===== config.mk =====
export PLATFORM = sky130hd
export DESIGN_NAME = regbank_test_ctrl
export DESIGN_NICKNAME = d
export VERILOG_FILES = /design/src/rtl/regbank_test_pkg.sv /design/src/rtl/regbank_mode_reg.sv /design/src/rtl/regbank_load_decode.sv /design/src/rtl/regbank_observe_sel.sv /design/src/rtl/regbank_test_ctrl.sv
export SDC_FILE = /design/constraint.sdc
export NUM_CORES = 1
export LEC_CHECK = 0
export BUFFER_PORTS_ARGS = -buffer_cell sky130_fd_sc_hd__buf_2
export CELL_PAD_IN_SITES_DETAIL_PLACEMENT = 1
export CELL_PAD_IN_SITES_GLOBAL_PLACEMENT = 1
export CORE_MARGIN = 2
export CORE_UTILIZATION = 16
export DETAILED_ROUTE_END_ITERATION = 8
export GPL_ROUTABILITY_DRIVEN = 0
export PLACE_DENSITY = 0.83
export SYNTH_ARGS = -nofsm -noshare
export SYNTH_HDL_FRONTEND = slang
export SYNTH_SLANG_ARGS = --single-unit

===== constraint.sdc =====
create_clock -name clk_i -period 2.6 [get_ports clk_i]
set_input_delay 0.13 -clock clk_i [delete_from_list [all_inputs] [get_ports clk_i]]
set_output_delay 0.13 -clock clk_i [all_outputs]
set_load 0.05 [all_outputs]

===== src/rtl/regbank_test_pkg.sv =====
package regbank_test_pkg;
  typedef enum logic [1:0] {
    MODE_IDLE    = 2'd0,
    MODE_PRELOAD = 2'd1,
    MODE_OBSERVE = 2'd2
  } tm_mode_e;
endpackage


===== src/rtl/regbank_mode_reg.sv =====
module regbank_mode_reg
  import regbank_test_pkg::*;
(
  input  logic     clk_i,
  input  logic     rst_ni,
  input  logic     preload_en_i,
  input  logic     observe_en_i,
  output tm_mode_e mode_o
);
  tm_mode_e mode_d, mode_q;

  always_comb begin
    mode_d = MODE_IDLE;
    if (preload_en_i)      mode_d = MODE_PRELOAD;  // preload wins
    else if (observe_en_i) mode_d = MODE_OBSERVE;
  end

  always_ff @(posedge clk_i or negedge rst_ni) begin
    if (!rst_ni) mode_q <= MODE_IDLE;
    else         mode_q <= mode_d;
  end

  assign mode_o = mode_q;

  a_r8_preload_wins: assert property (@(posedge clk_i) disable iff (!rst_ni)
    preload_en_i |=> mode_q == MODE_PRELOAD);
  a_r2_idle_when_none: assert property (@(posedge clk_i) disable iff (!rst_ni)
    (!preload_en_i && !observe_en_i) |=> mode_q == MODE_IDLE);
endmodule


===== src/rtl/regbank_load_decode.sv =====
module regbank_load_decode
  import regbank_test_pkg::*;
#(
  parameter int NUM_MC = 24,
  localparam int HALF = NUM_MC / 2
) (
  input  logic              clk_i,
  input  logic              rst_ni,
  input  tm_mode_e          mode_i,
  input  logic              strobe_i,
  input  logic              q_sel_i,
  input  logic              half_sel_i,
  input  logic              secure_i,
  input  logic [HALF-1:0]   pin_data_i,
  output logic [NUM_MC-1:0] q1_ld_o,
  output logic [NUM_MC-1:0] q2_ld_o,
  output logic [NUM_MC-1:0] ld_data_o
);
  logic fire;
  assign fire = strobe_i && (mode_i == MODE_PRELOAD) && !secure_i;

  for (genvar m = 0; m < NUM_MC; m++) begin : g_mc
    localparam logic ODD = (m % 2) == 1;
    logic hit;
    assign hit          = fire && (half_sel_i == ODD);
    assign q1_ld_o[m]   = hit && !q_sel_i;
    assign q2_ld_o[m]   = hit && q_sel_i;
    assign ld_data_o[m] = pin_data_i[m/2];  // i-th pin -> i-th cell of half
  end

  a_r3_exact_half: assert property (@(posedge clk_i) disable iff (!rst_ni)
    (|{q1_ld_o, q2_ld_o}) |-> $countones({q1_ld_o, q2_ld_o}) == HALF);
  a_r3_one_bank: assert property (@(posedge clk_i) disable iff (!rst_ni)
    !((|q1_ld_o) && (|q2_ld_o)));
  a_r4_needs_strobe: assert property (@(posedge clk_i) disable iff (!rst_ni)
    (|{q1_ld_o, q2_ld_o}) |-> strobe_i);
  a_r9_mode_gate: assert property (@(posedge clk_i) disable iff (!rst_ni)
    (mode_i != MODE_PRELOAD) |-> !(|{q1_ld_o, q2_ld_o}));
endmodule


===== src/rtl/regbank_observe_sel.sv =====
module regbank_observe_sel
  import regbank_test_pkg::*;
#(
  parameter int NUM_MC = 24
) (
  input  logic              clk_i,
  input  logic              rst_ni,
  input  tm_mode_e          mode_i,
  input  logic              secure_i,
  input  logic [NUM_MC-1:0] oe_i,
  output logic [NUM_MC-1:0] obs_sel_o
);
  logic obs_on;
  assign obs_on = (mode_i == MODE_OBSERVE) && !secure_i;

  for (genvar m = 0; m < NUM_MC; m++) begin : g_pin
    assign obs_sel_o[m] = obs_on && oe_i[m];
  end

  a_r6_only_enabled: assert property (@(posedge clk_i) disable iff (!rst_ni)
    (obs_sel_o & ~oe_i) == '0);
  a_r8_not_in_preload: assert property (@(posedge clk_i) disable iff (!rst_ni)
    (mode_i == MODE_PRELOAD) |-> obs_sel_o == '0);
endmodule


===== src/rtl/regbank_test_ctrl.sv =====
module regbank_test_ctrl
  import regbank_test_pkg::*;
#(
  parameter int NUM_MC = 24,
  localparam int HALF = NUM_MC / 2
) (
  input  logic              clk_i,
  input  logic              rst_ni,
  input  logic              preload_en_i,
  input  logic              observe_en_i,
  input  logic              strobe_i,
  input  logic              q_sel_i,
  input  logic              half_sel_i,
  input  logic [HALF-1:0]   pin_data_i,
  input  logic [NUM_MC-1:0] oe_i,
  input  logic              secure_i,
  output logic [NUM_MC-1:0] q1_ld_o,
  output logic [NUM_MC-1:0] q2_ld_o,
  output logic [NUM_MC-1:0] ld_data_o,
  output logic [NUM_MC-1:0] obs_sel_o
);
  tm_mode_e mode;

  regbank_mode_reg u_mode (
    .clk_i, .rst_ni, .preload_en_i, .observe_en_i, .mode_o(mode)
  );

  regbank_load_decode #(.NUM_MC(NUM_MC)) u_load (
    .clk_i, .rst_ni, .mode_i(mode), .strobe_i, .q_sel_i, .half_sel_i,
    .secure_i, .pin_data_i, .q1_ld_o, .q2_ld_o, .ld_data_o
  );

  regbank_observe_sel #(.NUM_MC(NUM_MC)) u_obs (
    .clk_i, .rst_ni, .mode_i(mode), .secure_i, .oe_i, .obs_sel_o
  );

  a_r7_secure_blocks: assert property (@(posedge clk_i) disable iff (!rst_ni)
    secure_i |-> (q1_ld_o == '0 && q2_ld_o == '0 && obs_sel_o == '0));
  a_r8_modes_exclusive: assert property (@(posedge clk_i) disable iff (!rst_ni)
    !((|obs_sel_o) && (|{q1_ld_o, q2_ld_o})));
endmodule


==> parameters.txt <==
Parameter                              Value

STA
  Final setup violating endpoints ... 0
  Final worst-path cycle share ... between 70% and 80%
  Fmax ... 491 MHz
  Period minus WS final ... 2.04 ns
  Final Max Tran Viols ... 0
  Final setup TNS ... 0 ns
  Final-report hold violation count ... 0
  Unrepaired setup endpoints after global routing ... no
  Min setup slack post-route ... 0.564 ns
  Transition at the pin with the smallest max-transition slack ... 0.838 ns
  Headroom to the max-slew limit ... 43.7%

Worst setup path
  Critical Path Sink Type ... output port
  Critical Path Fanout Max ... 12
  Critical path data required time ... 2.47 ns
  Launching element type of the critical path ... flop
  Data arrival, critical path ... approximately 1.9 ns
  Critical path start-end classification ... flop to output port

Drt
  Number of vias in the routed layout ... 724
  Routed vias/inst ... 3.64
  DR pass1 iterations ... 4
  Remaining routing DRC violations ... 0
  Initial DRC count ... 6
  Antenna violation net count after detailed routing ... 0
  Average wire per standard cell ... 10.6 um
  Total detailed-routing wirelength ... 2110 um

Synthesis
  Post-synthesis register bit count ... 2
  Cell types with the largest area share after synthesis ... buf_4, and2_1, dfrtp_1, nor3b_1, nor3b_2
  Gate Count Post-Synth ... ~100
  Post-synthesis instance area ... approximately 780 sq um
  Share of the yosys chip area belonging to registers ... under 10%
  Nets in the synthesized netlist ... between 100 and 150
  Number of distinct library cell variants in the gate-level netlist after synthesis ... 11
  Count of warnings emitted by yosys ... 0
  Mean instance size in the synthesized netlist ... 7.48 sq um
  Area share of the largest cell type after synthesis ... 65.6%
  Largest area contributor in the netlist ... buf_4

CTS
  CTS tree ... built
  Gates resized, CTS repair ... 0
  Clock root buffer ... clkbuf_8
  Clk sink count ... 2
  Maximum number of buffers from clock root to sink ... 2
  Clock H-tree levels ... 1
  Total CTS buffers ... 3
  Register clock-pin slew on the reported worst setup and hold paths ... 0.03 ns

Global routing
  Pin count of the biggest net entering global routing ... 25
  First-pass GRT wire length ... 2750 um
  Final global-route overflow total ... 0
  Initial antenna violation count ... 2
  Number of global-route vias before repair ... 591
  Tot GR Track Use ... 6.97%

Die
  Core area ... 4690 sq um
  Initial cell density of the core ... between 15 and 20%
  Die width ... 73.7 um
  Row count ... 25
  Vertical die dimension ... 73.7 um
  Total die area ... 5440 sq um
  Ports ... 140

Final layout
  Leading cell type in the layout, fill and taps excluded ... buf_2
  Max reg flops ... 2
  Filler Cells Inserted ... 611
  # nets final ... 190
  Commonest cells after routing, fill and taps aside ... buf_2, and2_1, clkbuf_8, buf_4
  Layout cell share with drive strength beyond 1 ... 76.4%
  Synth-to-Final Area Change ... 17.8%

Worst hold path
  Hold crit path type ... primary input to flop

Job
  Max cap viols ... 0

Pwr
  P_leak ... 0.000669 uW
  Worst vdd rail ir drop ... 0.0749 mV
  P per Cell Area ... between 200 and 300 nW/um^2

Placed design
  Worst Setup Slack post-DPL ... 0.729 ns
  Quantity of I/O buffers inserted on ports ... 103
  Half-perimeter wire length after detailed placement ... approximately 1900 um

Run status
  Outcome ... completed
## final timing paths
kind | startpoint | endpoint | slack [ns] | cells past startpoint
setup / recovery | u_mode.mode_o[1] | q1_ld_o[16] | 0.56 | 3
hold / removal | preload_en_i | u_mode.mode_o[0] | 0.04 | 1
max in group asynchronous | rst_ni | u_mode.mode_o[0] | 2.27 | 2
min in group asynchronous | rst_ni | u_mode.mode_o[1] | 0.24 | 2
## routing by layer
| layer | GRT usage (%) | share of wire, % | wire length [um] | vias up |
|---|---|---|---|---|
| met4 | 4.44 | 2.1 | 45 | 2 |
| met3 | 5.62 | 17 | 355 | 13 |
| met1 | 5.78 | 33 | 687 | 318 |
| li1 | - | - | - | 329 |
| met5 | 0 | 0.76 | 16 | - |
| met2 | 11.3 | 48 | 1010 | 62 |
## area by class of cell
cell class / count / area [sq um] / share of cell area, %
flip-flops and latches: 2 / 50.0 / 5.46
repair buffers: 107 / 548 / 59.8
well taps: 54 / 67.6 / 7.37
diodes: 1 / 2.50 / 0.273
clock buffers: 3 / 41.3 / 4.50
multi-input cells: 32 / 208 / 22.6
## synthesized netlist by cell type, drive strengths merged
master	n
nor3b	3
buf	70
nor3	1
nor2	1
nor2b	1
and2	24
dfrtp	2
nand4bb	1
nand2	1
## critical path, cell delays in order, from the launching register on
cell       delay, ns
dfrtp_1         0.36
nand4bb_1       0.24
nor3_1          0.69
buf_2           0.40
## where the power goes
part	internal (uW)	leakage (uW)	total, uW	switching [uW]
combinational	34.3	0.000623	112	77.6
sequential	33.0	0.0000245	33.9	0.869
clock	97.9	0.0000216	123	24.7
total	165	0.000669	268	103
## repair_timing
item,CTS,global route
setup endpoints to repair,0,0
hold endpoints to repair,2,0
hold buffers,1,0
buffers inserted,0,0
## cell families after synthesis
logic type	synth area share, %
buffers and inverters	66.9
AND/OR/NAND/NOR	26.7
flip-flops	6.43
## per-stage QoR
step | instance area (sq um) | hold slack (ns) | power [uW] | cells | utilization [%]
floorplan | 778 | -0.166 | 219 | 104 | -
global route | 915 | 0.0378 | 288 | 198 | 19.5
CTS | 915 | 0.0372 | 275 | 198 | 19.5
detailed placement | 863 | -0.0823 | 146 | 194 | 18.4
finish | 917 | 0.0404 | 268 | 199 | 19.5
global placement | 863 | -0.0808 | 145 | 194 | 18.4
(Power assumes the default switching activity.)
